$ cat config.mk
export PLATFORM = sky130hd
export DESIGN_NAME = melody_seq
export DESIGN_NICKNAME = d
export VERILOG_FILES = /design/src/rtl/melody_seq_pkg.sv /design/src/rtl/melody_seq_ctrl.sv /design/src/rtl/melody_seq_dp.sv /design/src/rtl/melody_seq.sv
export SDC_FILE = /design/constraint.sdc
export NUM_CORES = 1
export LEC_CHECK = 0
export ABC_AREA = 1
export BUFFER_PORTS_ARGS = -buffer_cell sky130_fd_sc_hd__buf_2
export CORE_MARGIN = 3
export CORE_UTILIZATION = 50
export DETAILED_ROUTE_END_ITERATION = 8
export GPL_TIMING_DRIVEN = 0
export PLACE_DENSITY = 0.68
export SYNTH_ARGS = -nofsm -noshare
export SYNTH_HDL_FRONTEND = slang
export SYNTH_SLANG_ARGS = --single-unit
$ cat constraint.sdc
create_clock -name clk -period 23.2 [get_ports clk]
set_clock_uncertainty 0.1 [all_clocks]
set_input_delay 4.64 -clock clk [delete_from_list [all_inputs] [get_ports clk]]
set_output_delay 4.64 -clock clk [all_outputs]
set_load 0.005 [all_outputs]
$ cat src/rtl/melody_seq_pkg.sv
package melody_seq_pkg;

  typedef struct packed {
    logic loadNote;
    logic stopPlay;
    logic running;
  } seqStrobe_t;

  typedef struct packed {
    logic       endFlag;
    logic [2:0] lenCode;
    logic [3:0] toneIdx;
  } noteWord_t;

  // Build-time melody contents, computed from the address.
  function automatic noteWord_t romWord(input int unsigned addr);
    noteWord_t w;
    w.toneIdx = 4'(addr % 16);
    w.lenCode = 3'((addr / 16) % 8);
    w.endFlag = ((addr % 5) == 4);
    return w;
  endfunction

  // Half-period in clock cycles; index 0 is a rest.
  function automatic logic [15:0] halfPeriod(input logic [3:0] idx, input bit lowRange);
    logic [15:0] v;
    case (idx)
      4'd1:  v = 16'd63;
      4'd2:  v = 16'd59;
      4'd3:  v = 16'd56;
      4'd4:  v = 16'd53;
      4'd5:  v = 16'd50;
      4'd6:  v = 16'd47;
      4'd7:  v = 16'd44;
      4'd8:  v = 16'd42;
      4'd9:  v = 16'd39;
      4'd10: v = 16'd37;
      4'd11: v = 16'd35;
      4'd12: v = 16'd33;
      4'd13: v = 16'd31;
      4'd14: v = 16'd30;
      4'd15: v = 16'd28;
      default: v = 16'd1;
    endcase
    return lowRange ? (v << 1) : v;
  endfunction

endpackage

$ cat src/rtl/melody_seq_ctrl.sv
module melody_seq_ctrl
  import melody_seq_pkg::*;
#(
  parameter int MEM_DEPTH = 80,
  parameter int ADDR_W    = 7,
  parameter int DUR_W     = 16
) (
  input  logic              clk,
  input  logic              rstN,
  input  logic              startWr,
  input  logic [ADDR_W-1:0] startAddr,
  input  logic              repeatEn,
  input  logic [ADDR_W-1:0] repeatAddr,
  input  logic              irqClr,
  input  logic              curEnd,
  input  logic [DUR_W-1:0]  nextDur,
  output seqStrobe_t        strobe,
  output logic [ADDR_W-1:0] curAddr,
  output logic [ADDR_W-1:0] fetchAddr,
  output logic              busy,
  output logic              irq
);

  logic [DUR_W-1:0] noteCnt;
  logic validStart, repeatOk, noteDone, tuneDone;
  logic [ADDR_W-1:0] seqAddr;

  always_comb begin
    validStart = startWr && (int'(startAddr) < MEM_DEPTH);
    repeatOk   = repeatEn && (int'(repeatAddr) < MEM_DEPTH);
    noteDone   = busy && (noteCnt == '0);
    tuneDone   = noteDone && curEnd;
    seqAddr    = (int'(curAddr) == MEM_DEPTH - 1) ? '0 : curAddr + 1'b1;
    if (validStart)  fetchAddr = startAddr;
    else if (curEnd) fetchAddr = repeatAddr;
    else             fetchAddr = seqAddr;
    strobe.loadNote = validStart || (noteDone && (!curEnd || repeatOk));
    strobe.stopPlay = tuneDone && !repeatOk && !validStart;
    strobe.running  = busy;
  end

  always_ff @(posedge clk) begin
    if (!rstN) begin
      busy    <= 1'b0;
      curAddr <= '0;
      noteCnt <= '0;
    end else if (strobe.loadNote) begin
      busy    <= 1'b1;
      curAddr <= fetchAddr;
      noteCnt <= nextDur - 1'b1;
    end else if (strobe.stopPlay) begin
      busy    <= 1'b0;
    end else if (busy) begin
      noteCnt <= noteCnt - 1'b1;
    end
  end

  always_ff @(posedge clk) begin
    if (!rstN)         irq <= 1'b0;
    else if (tuneDone) irq <= 1'b1;
    else if (irqClr)   irq <= 1'b0;
  end

  assert_irq_sticky_R7: assert property (@(posedge clk) disable iff (!rstN)
    irq && !irqClr |=> irq);
  assert_end_sets_irq_R6: assert property (@(posedge clk) disable iff (!rstN)
    $fell(busy) |-> irq);
  assert_addr_range_R2: assert property (@(posedge clk) disable iff (!rstN)
    busy |-> int'(curAddr) < MEM_DEPTH);
  assert_bad_start_ignored_R10: assert property (@(posedge clk) disable iff (!rstN)
    !busy && startWr && int'(startAddr) >= MEM_DEPTH |=> !busy);

endmodule

$ cat src/rtl/melody_seq_dp.sv
module melody_seq_dp
  import melody_seq_pkg::*;
#(
  parameter int CLK_HZ    = 32768,
  parameter int TEMPO_A   = 120,
  parameter int TEMPO_B   = 240,
  parameter bit LOW_RANGE = 1'b0,
  parameter int ADDR_W    = 7,
  parameter int DUR_W     = 16
) (
  input  logic              clk,
  input  logic              rstN,
  input  seqStrobe_t        strobe,
  input  logic [ADDR_W-1:0] curAddr,
  input  logic [ADDR_W-1:0] fetchAddr,
  input  logic              tempoSel,
  input  logic [1:0]        multSel,
  output logic              curEnd,
  output logic [DUR_W-1:0]  nextDur,
  output logic              toneOut,
  output logic              toneOutN
);

  localparam int SIXTEENTH_BASE = CLK_HZ * 15;

  function automatic int multOf(input int sel);
    return (sel == 0) ? 1 : (4 << sel);
  endfunction

  logic [DUR_W-1:0] periodTab [8];

  for (genvar t = 0; t < 2; t++) begin : g_tempo
    for (genvar m = 0; m < 4; m++) begin : g_mult
      localparam int TEMPO = (t == 0) ? TEMPO_A : TEMPO_B;
      assign periodTab[t*4+m] = DUR_W'(SIXTEENTH_BASE / (TEMPO * multOf(m)));
    end
  end

  noteWord_t curWord, nextWord;
  logic [DUR_W-1:0] lenPlus, period;
  logic [3:0]  toneIdx;
  logic [15:0] toneCnt, curDiv;
  logic        phase, sounding;

  always_comb begin
    curWord  = romWord(int'(curAddr));
    nextWord = romWord(int'(fetchAddr));
    curEnd   = curWord.endFlag;
    period   = periodTab[{tempoSel, multSel}];
    lenPlus  = DUR_W'(nextWord.lenCode) + DUR_W'(1);
    nextDur  = DUR_W'(lenPlus * period);
    curDiv   = halfPeriod(toneIdx, LOW_RANGE);
    sounding = strobe.running && (toneIdx != 4'd0);
    toneOut  = sounding && phase;
    toneOutN = sounding && !phase;
  end

  always_ff @(posedge clk) begin
    if (!rstN) begin
      toneIdx <= '0;
      toneCnt <= '0;
      phase   <= 1'b0;
    end else if (strobe.loadNote) begin
      toneIdx <= nextWord.toneIdx;
      toneCnt <= halfPeriod(nextWord.toneIdx, LOW_RANGE) - 1'b1;
      phase   <= 1'b1;
    end else if (strobe.stopPlay) begin
      toneIdx <= '0;
      phase   <= 1'b0;
    end else if (sounding) begin
      if (toneCnt == '0) begin
        toneCnt <= curDiv - 1'b1;
        phase   <= !phase;
      end else begin
        toneCnt <= toneCnt - 1'b1;
      end
    end
  end

  assert_tone_count_range_R4: assert property (@(posedge clk) disable iff (!rstN)
    sounding |-> toneCnt < curDiv);

endmodule

$ cat src/rtl/melody_seq.sv
module melody_seq
  import melody_seq_pkg::*;
#(
  parameter int CLK_HZ    = 32768,
  parameter int MEM_DEPTH = 80,
  parameter int TEMPO_A   = 120,
  parameter int TEMPO_B   = 240,
  parameter bit LOW_RANGE = 1'b0
) (
  input  logic       clk,
  input  logic       rstN,
  input  logic       startWr,
  input  logic [6:0] startAddr,
  input  logic       repeatEn,
  input  logic [6:0] repeatAddr,
  input  logic       tempoSel,
  input  logic [1:0] multSel,
  input  logic       irqClr,
  output logic       toneOut,
  output logic       toneOutN,
  output logic       busy,
  output logic       irq
);

  localparam int ADDR_W    = 7;
  localparam int MIN_TEMPO = (TEMPO_A < TEMPO_B) ? TEMPO_A : TEMPO_B;
  localparam int MAX_DUR   = 8 * ((CLK_HZ * 15) / MIN_TEMPO);
  localparam int DUR_W     = $clog2(MAX_DUR + 1);

  seqStrobe_t        strobe;
  logic [ADDR_W-1:0] curAddr, fetchAddr;
  logic              curEnd;
  logic [DUR_W-1:0]  nextDur;

  melody_seq_ctrl #(.MEM_DEPTH(MEM_DEPTH), .ADDR_W(ADDR_W), .DUR_W(DUR_W)) u_ctrl (
    .clk(clk), .rstN(rstN), .startWr(startWr), .startAddr(startAddr),
    .repeatEn(repeatEn), .repeatAddr(repeatAddr), .irqClr(irqClr),
    .curEnd(curEnd), .nextDur(nextDur), .strobe(strobe), .curAddr(curAddr),
    .fetchAddr(fetchAddr), .busy(busy), .irq(irq)
  );

  melody_seq_dp #(.CLK_HZ(CLK_HZ), .TEMPO_A(TEMPO_A), .TEMPO_B(TEMPO_B),
                  .LOW_RANGE(LOW_RANGE), .ADDR_W(ADDR_W), .DUR_W(DUR_W)) u_dp (
    .clk(clk), .rstN(rstN), .strobe(strobe), .curAddr(curAddr),
    .fetchAddr(fetchAddr), .tempoSel(tempoSel), .multSel(multSel),
    .curEnd(curEnd), .nextDur(nextDur), .toneOut(toneOut), .toneOutN(toneOutN)
  );

  assert_outputs_exclusive_R5: assert property (@(posedge clk) disable iff (!rstN)
    !(toneOut && toneOutN));
  assert_idle_quiet_R5: assert property (@(posedge clk) disable iff (!rstN)
    !busy |-> !toneOut && !toneOutN);

endmodule

==> impl_metrics.toml, run 1 <==
[timing]
finalHoldViolations = 0
fin_crit_ps = 10170
rsz0062_at_grt = "no"
worst-slew-pin-transition_ps = 744
period_share_pct = 43.9
slew_viol_final = 0
max-slew-margin-rel_pct = 49.8
setup_violations = 0
fmax_mhz = 98.3
finalSetupTns_ps = 0

[worst_setup_path]
end_kind = "flop"
path_common_cell = "nor2_1"
worst-path-stages = 31
reg2regPathDepth = 57
cp_slowest_cell = "fa_1"
arrival_ps = 10330
cp_num_buf_inv = 6
cp.required_ps = 23360
crit_type = "input pin to flop"
r2r-end = "u_ctrl.noteCnt[15]"
crit_family = "adder cells"
r2r-start = "u_ctrl.curAddr[5]"
cp_slowest_stage_delay_ps = 540
endpoint = "u_ctrl.noteCnt[15]"
cp-start-kind = "input pin"
reg2reg_setup_slack_ps = 14270
crit_fanout = 10
cp-startpoint = "startAddr[4]"

[power]
p_clk_share_pct = 12.9
total_power_uw = 419
switching_share_pct = 49.7
pwr-share-seq_pct = 25.8
p_int_uw = 211
p_leak_uw = 0.00311
power_switching_uw = 209
ir_drop_mv = 0.0501
combPwrFrac_pct = 61.3
power_density_nw_per_um2 = 69.9

[grt]
grt_overflow_total = 0
antenna_found_initial = 0
grt_pass1_vias = 5021
grt_max_degree = 18
grt_usage_pct = 21.7
gr-max-usage-layer = "met2"
grtUsageMet2_pct = 36.9
met3_usage_pct = 2.39
gr-usage-met1_pct = 30.2
grt_pass1_wl_um = 23000

[placement]
portBuffers = 25
hpwl_um = 10800
gp_congestion = 0.859

[finish]
nNetsFinal = 988
drive_above_1_share_pct = 13.7
syn_to_final_growth_pct = 6.96
final_common_cell = "nand2_1"
n_antenna_cell = 0
layout_common_cells = "220 x nand2_1, 135 x inv_1, 77 x nor2_1"

[job]
maxCapViolCount = 0

[cts]
cts_tree = "built"
cts.sinks = 52
ctsHoldBuffers = 0
cts_buffers = 5
clk_latency_ps = 310
post_cts_buffers = 0
cts-root-buf = "clkbuf_8"
cts_resized = 0
path_clk_slew_ps = 100
h-tree-depth = 2
cts_buffer_depth = 2

[die]
die_x_um = 112
coreArea_um2 = 10900
ios = 26
num_rows = 38
start_util_pct = 51.5
die-area_um2 = 12500
dieHeight_um = 112

[synthesis]
synth_async_sr_flop_share_pct = 0
ys_top_cells_by_area = "dfxtp_1 19%, nand2_1 15%, ha_1 9.6%"
synth_top_area_share_pct = 18.6
synth_adder_area_share_pct = 12.8
synth_edf_count = 0
synth_warnings = 0
synth_cells = 882
yosys_register_bits = 52
postSynthAreaPerCell_um2 = 6.36
synth_top_family_by_area = "simple AND/OR/NAND/NOR gates"
syn-num-nets = 956
synth_compound_gate_area_share_pct = 11.7
muxShareOfSynthArea_pct = 0
synthXorXnorAreaFrac_pct = 3.75
yosys.area_share.simple_pct = 41.5
yosysTopAreaCell = "dfxtp_1"
ys_types = 47
ys_seq_area_share_pct = 18.6
syn_area_um2 = 5610
ys.flop_type = "dfxtp_1"

[worst_hold_path]
hp-class = "flop to flop"

[detailed_routing]
first_pass_iters = 5
drtIter0Drc = 261
ant_nets = 0
viasPerCell = 5.04
drc_errors = 0
drt-total-wl_um = 13100
wire_per_inst_um = 12.4
num_vias = 5321

[status]
status = "complete, no violations"
==> final cells by class <==
class | instances | area [um^2]
plain buffers | 17 | 93.8
multi-input cells | 664 | 3910
clock buffers | 5 | 68.8
well taps | 140 | 175
inverters | 149 | 559
flip-flops and latches | 52 | 1040
fillers | 1132 | 4890
repair buffers | 25 | 125
clock inverters | 3 | 21.3
==> worst min-delay path by stage <==
stage	from	end	slack (ps)	cells past startpoint
floorplan	u_dp.toneCnt[14]	u_dp.toneCnt[14]	350	2
global placement	u_dp.toneCnt[14]	u_dp.toneCnt[14]	360	2
detailed placement	u_dp.toneCnt[14]	u_dp.toneCnt[14]	360	2
CTS	u_dp.toneCnt[14]	u_dp.toneCnt[14]	380	2
global route	u_dp.toneCnt[14]	u_dp.toneCnt[14]	390	2
finish	u_ctrl.irq	u_ctrl.irq	370	2
==> sequential cells by signal, indices dropped and copies added, names as in the netlist <==
register	count
u_dp.phase	1
u_ctrl.irq	1
u_dp.toneCnt	16
u_ctrl.curAddr	7
u_ctrl.busy	1
u_ctrl.noteCnt	16
u_dp.toneIdx	4
u_dp.curDiv	6
==> synth_stat cells (2+ instances only) <==
library cell,n
dfxtp_1,52
xnor2_1,8
a31oi_1,5
fa_1,9
buf_4,2
o21ai_0,46
nand3b_1,8
o21ai_1,3
nor2_2,5
nand2_1,220
o211ai_1,6
o21bai_1,3
nor2_4,9
buf_2,6
o21bai_2,2
a2111oi_0,2
nand3_2,10
nor3_4,2
ha_1,43
nor4_1,3
inv_2,14
buf_6,2
nand3_1,76
nor2_1,77
xor2_1,16
nand3_4,3
nand2_2,22
or2_2,4
clkbuf_1,7
nor3_1,13
nand4_1,12
nand2_4,5
a21oi_1,39
inv_1,135
==> power by group through the flow <==
stage | Combinational, uW | Sequential (uW) | Clock (uW)
floorplan | 212 | 108 | 0
global placement | 256 | 110 | 0
detailed placement | 257 | 110 | 0
CTS | 258 | 108 | 56.0
global route | 295 | 110 | 58.7
finish | 257 | 108 | 54.1
==> tightest hold or removal path: cells and delay by family, from the launching register on <==
kind             cells  cell delay [ps]
AO/OA/AOI/OAI        1               50
flip-flops           1              320
AND/OR/NAND/NOR      1               60
==> metrics by stage <==
stage	instance area (um^2)	worst slack, ps	utilization (%)	cells	hold WS (ps)
after floorplan	5610	13630	-	882	345
after global placement	5910	12650	54.3	1047	356
after detailed placement	5910	12680	54.3	1047	360
after CTS	6000	13000	55.1	1055	375
after global routing	6000	12520	55.1	1055	392
final	6000	13030	55.1	1055	368
==> cells by family (layout without fill, tap and decap cells) <==
group / count (synthesis) / count (layout)
xor+xnor: 24 / 24
buf+inv: 166 / 199
simple gates: 474 / 474
compound gates: 114 / 114
fa+ha+maj: 52 / 52
flops: 52 / 52
==> layer usage <==
layer / vias up / share of wire, %
li1: 2872 / -
met1: 2371 / 50
met5: - / 0
met3: 9 / 2.7
met2: 69 / 47
met4: 0 / 0.62
Note: power is estimated with default switching activity, not from simulation.
==> run 2: changes to the inputs <==
--- a/config.mk
+++ b/config.mk
@@ -11,7 +11,7 @@
 export CORE_UTILIZATION = 50
 export DETAILED_ROUTE_END_ITERATION = 8
 export GPL_TIMING_DRIVEN = 0
-export PLACE_DENSITY = 0.68
+export PLACE_DENSITY = 0.71
 export SYNTH_ARGS = -nofsm -noshare
 export SYNTH_HDL_FRONTEND = slang
 export SYNTH_SLANG_ARGS = --single-unit
==> constraint.sdc (replaced) <==
create_clock -name clk -period 9.1 [get_ports clk]
set_clock_uncertainty 0.1 [all_clocks]
set_input_delay 1.82 -clock clk [delete_from_list [all_inputs] [get_ports clk]]
set_output_delay 1.82 -clock clk [all_outputs]
set_load 0.005 [all_outputs]
==> run 2 against run 1 <==
Against the previous run: worst hold slack improved by 5.5 ps; largest cell class unchanged; combinational power increased to 2.7 times the previous value; register-to-register slack got worse by 14000 ps; critical path type is now flop to flop; sequential power increased to 2.6 times the previous value; global-route usage decreased by 0.14 points; first-iteration DRC count decreased by 13%.
==> impl_metrics.toml, run 2 (synthesis gave the netlist of run 1 again) <==
[cts]
ctsHoldBuffers = 0
cts_buffer_depth = 2
h-tree-depth = 2
cts_buffers = 5
cts.sinks = 52
clk_latency_ps = 320
path_clk_slew_ps = 100
cts_tree = "built"
cts-root-buf = "clkbuf_8"

[worst_setup_path]
cp_slowest_stage_delay_ps = 570
crit_type = "flop to flop"
arrival_ps = 8620
cp.required_ps = 9260
r2r-start = "u_ctrl.curAddr[4]"
crit_fanout = 10
cp-startpoint = "u_ctrl.curAddr[4]"
path_common_cell = "nand2_1"
cp_num_buf_inv = 11
end_kind = "flop"
cp-start-kind = "flop"
cp_slowest_cell = "fa_1"
crit_family = "simple AND/OR/NAND/NOR gates"

[finish]
utilization_pct = 56.2
syn_to_final_growth_pct = 9.08
n_fill_cell = 1102
seq_area_um2 = 1050
nNetsFinal = 999
drive_above_1_share_pct = 15.9
final_common_cell = "nand2_1"
reg_top3 = "u_ctrl.noteCnt: 16 flops, u_dp.toneCnt: 16 flops, u_ctrl.curAddr: 7 flops"
layout_common_cells = "217 x nand2_1, 132 x inv_1, 77 x nor2_1"
multi_input_comb_area_um2 = 3940
n_antenna_cell = 0

[timing]
worst-slew-pin-transition_ps = 791
fmax_mhz = 118
worst_slack_ps = 633
slew_viol_final = 0
period_share_pct = 93.0
max-slew-margin-rel_pct = 46.6
finalHoldViolations = 0
fin_crit_ps = 8470
setup_violations = 0

[die]
die-area_um2 = 12500
coreArea_um2 = 10900
die_x_um = 112
start_util_pct = 51.5
ios = 26
num_rows = 38
dieHeight_um = 112

[grt]
antenna_found_initial = 0
grt_overflow_total = 0
grt_pass1_wl_um = 22700
grt_max_degree = 18
grt_pass1_vias = 4973
grt_usage_pct = 21.6

[power]
p_clk_share_pct = 12.6
total_power_uw = 1100
combPwrFrac_pct = 62.3
power_switching_uw = 543
switching_share_pct = 49.4
ir_drop_mv = 0.177
power_density_nw_per_um2 = 180
p_leak_uw = 0.00316
pwr-share-seq_pct = 25.2
p_int_uw = 555

[worst_hold_path]
hp-class = "flop to flop"
holdCritStartpoint = "u_dp.toneCnt[14]"

[detailed_routing]
first_pass_iters = 6
viasPerCell = 5.12
drc_errors = 0
drtIter0Drc = 228
ant_nets = 0
wire_per_inst_um = 12.6
drt-total-wl_um = 13400
num_vias = 5458

[placement]
gp_congestion = 0.860
portBuffers = 25
place_ws_ps = 208
hpwl_um = 10800

[job]
maxCapViolCount = 0

[status]
status = "complete, no violations"
==> run 2: changes by cell type in the layout (fill, tap and decap cells not counted), sizes merged <==
cell	previous run	this run
buf	35	46
==> run 2: metrics by stage <==
step	std cells	area, um^2	TNS, ps	hold WS [ps]
4_1_cts	1055	6000	0	373
3_3_place_gp	1047	5910	0	357
2_1_floorplan	882	5610	0	345
6_report	1066	6120	0	373
5_1_grt	1066	6120	-38.2	405
3_5_place_dp	1047	5910	0	358
==> run 2: layout make-up <==
cell class | instances | share of cell area [%]
plain buffers | 17 | 1.53
clock buffers | 5 | 1.13
clock inverters | 3 | 0.348
inverters | 149 | 9.19
multi-input cells | 664 | 64.4
flip-flops and latches | 52 | 17.1
well taps | 140 | 2.86
repair buffers | 36 | 3.40
==> run 2: power by group through the flow <==
stage / registers (uW) / logic, uW / clock network, uW
CTS: 276 / 658 / 140
finish: 276 / 684 / 138
floorplan: 275 / 541 / 0
global placement: 281 / 649 / 0
detailed placement: 281 / 655 / 0
global route: 279 / 781 / 148
==> run 2: layer usage <==
layer | vias up | GRT usage, % | routed length, um
li1 | 2910 | - | -
met1 | 2474 | 29.3 | 6470
met2 | 65 | 37.0 | 6420
met3 | 9 | 2.72 | 410
met4 | 0 | 4.22 | 88
met5 | - | 0 | 0
==> run 2: final timing paths <==
check,to,slack [ps],depth (start not counted)
hold / removal,u_dp.toneCnt[14],370,2
hold reg to reg,u_dp.toneCnt[14],370,2
setup / recovery,u_ctrl.noteCnt[15],630,60
setup reg to reg,u_ctrl.noteCnt[15],630,60
==> run 2: worst reg2reg max path, delay by kind of cell, from the launching register on <==
kind	cells	cell delay (ps)
AO/OA/AOI/OAI	6	980
XOR/XNOR	2	390
adder cells (fa/ha/maj)	8	2380
buffers and inverters	11	930
flip-flops	1	380
AND/OR/NAND/NOR	33	3270
==> run 2: what timing repair did <==
| action | 4_1_cts | 5_1_grt |
|---|---|---|
| resized for setup | 0 | 14 |
| endpoints found under the setup margin | 0 | 4 |
| setup buffers | 0 | 11 |
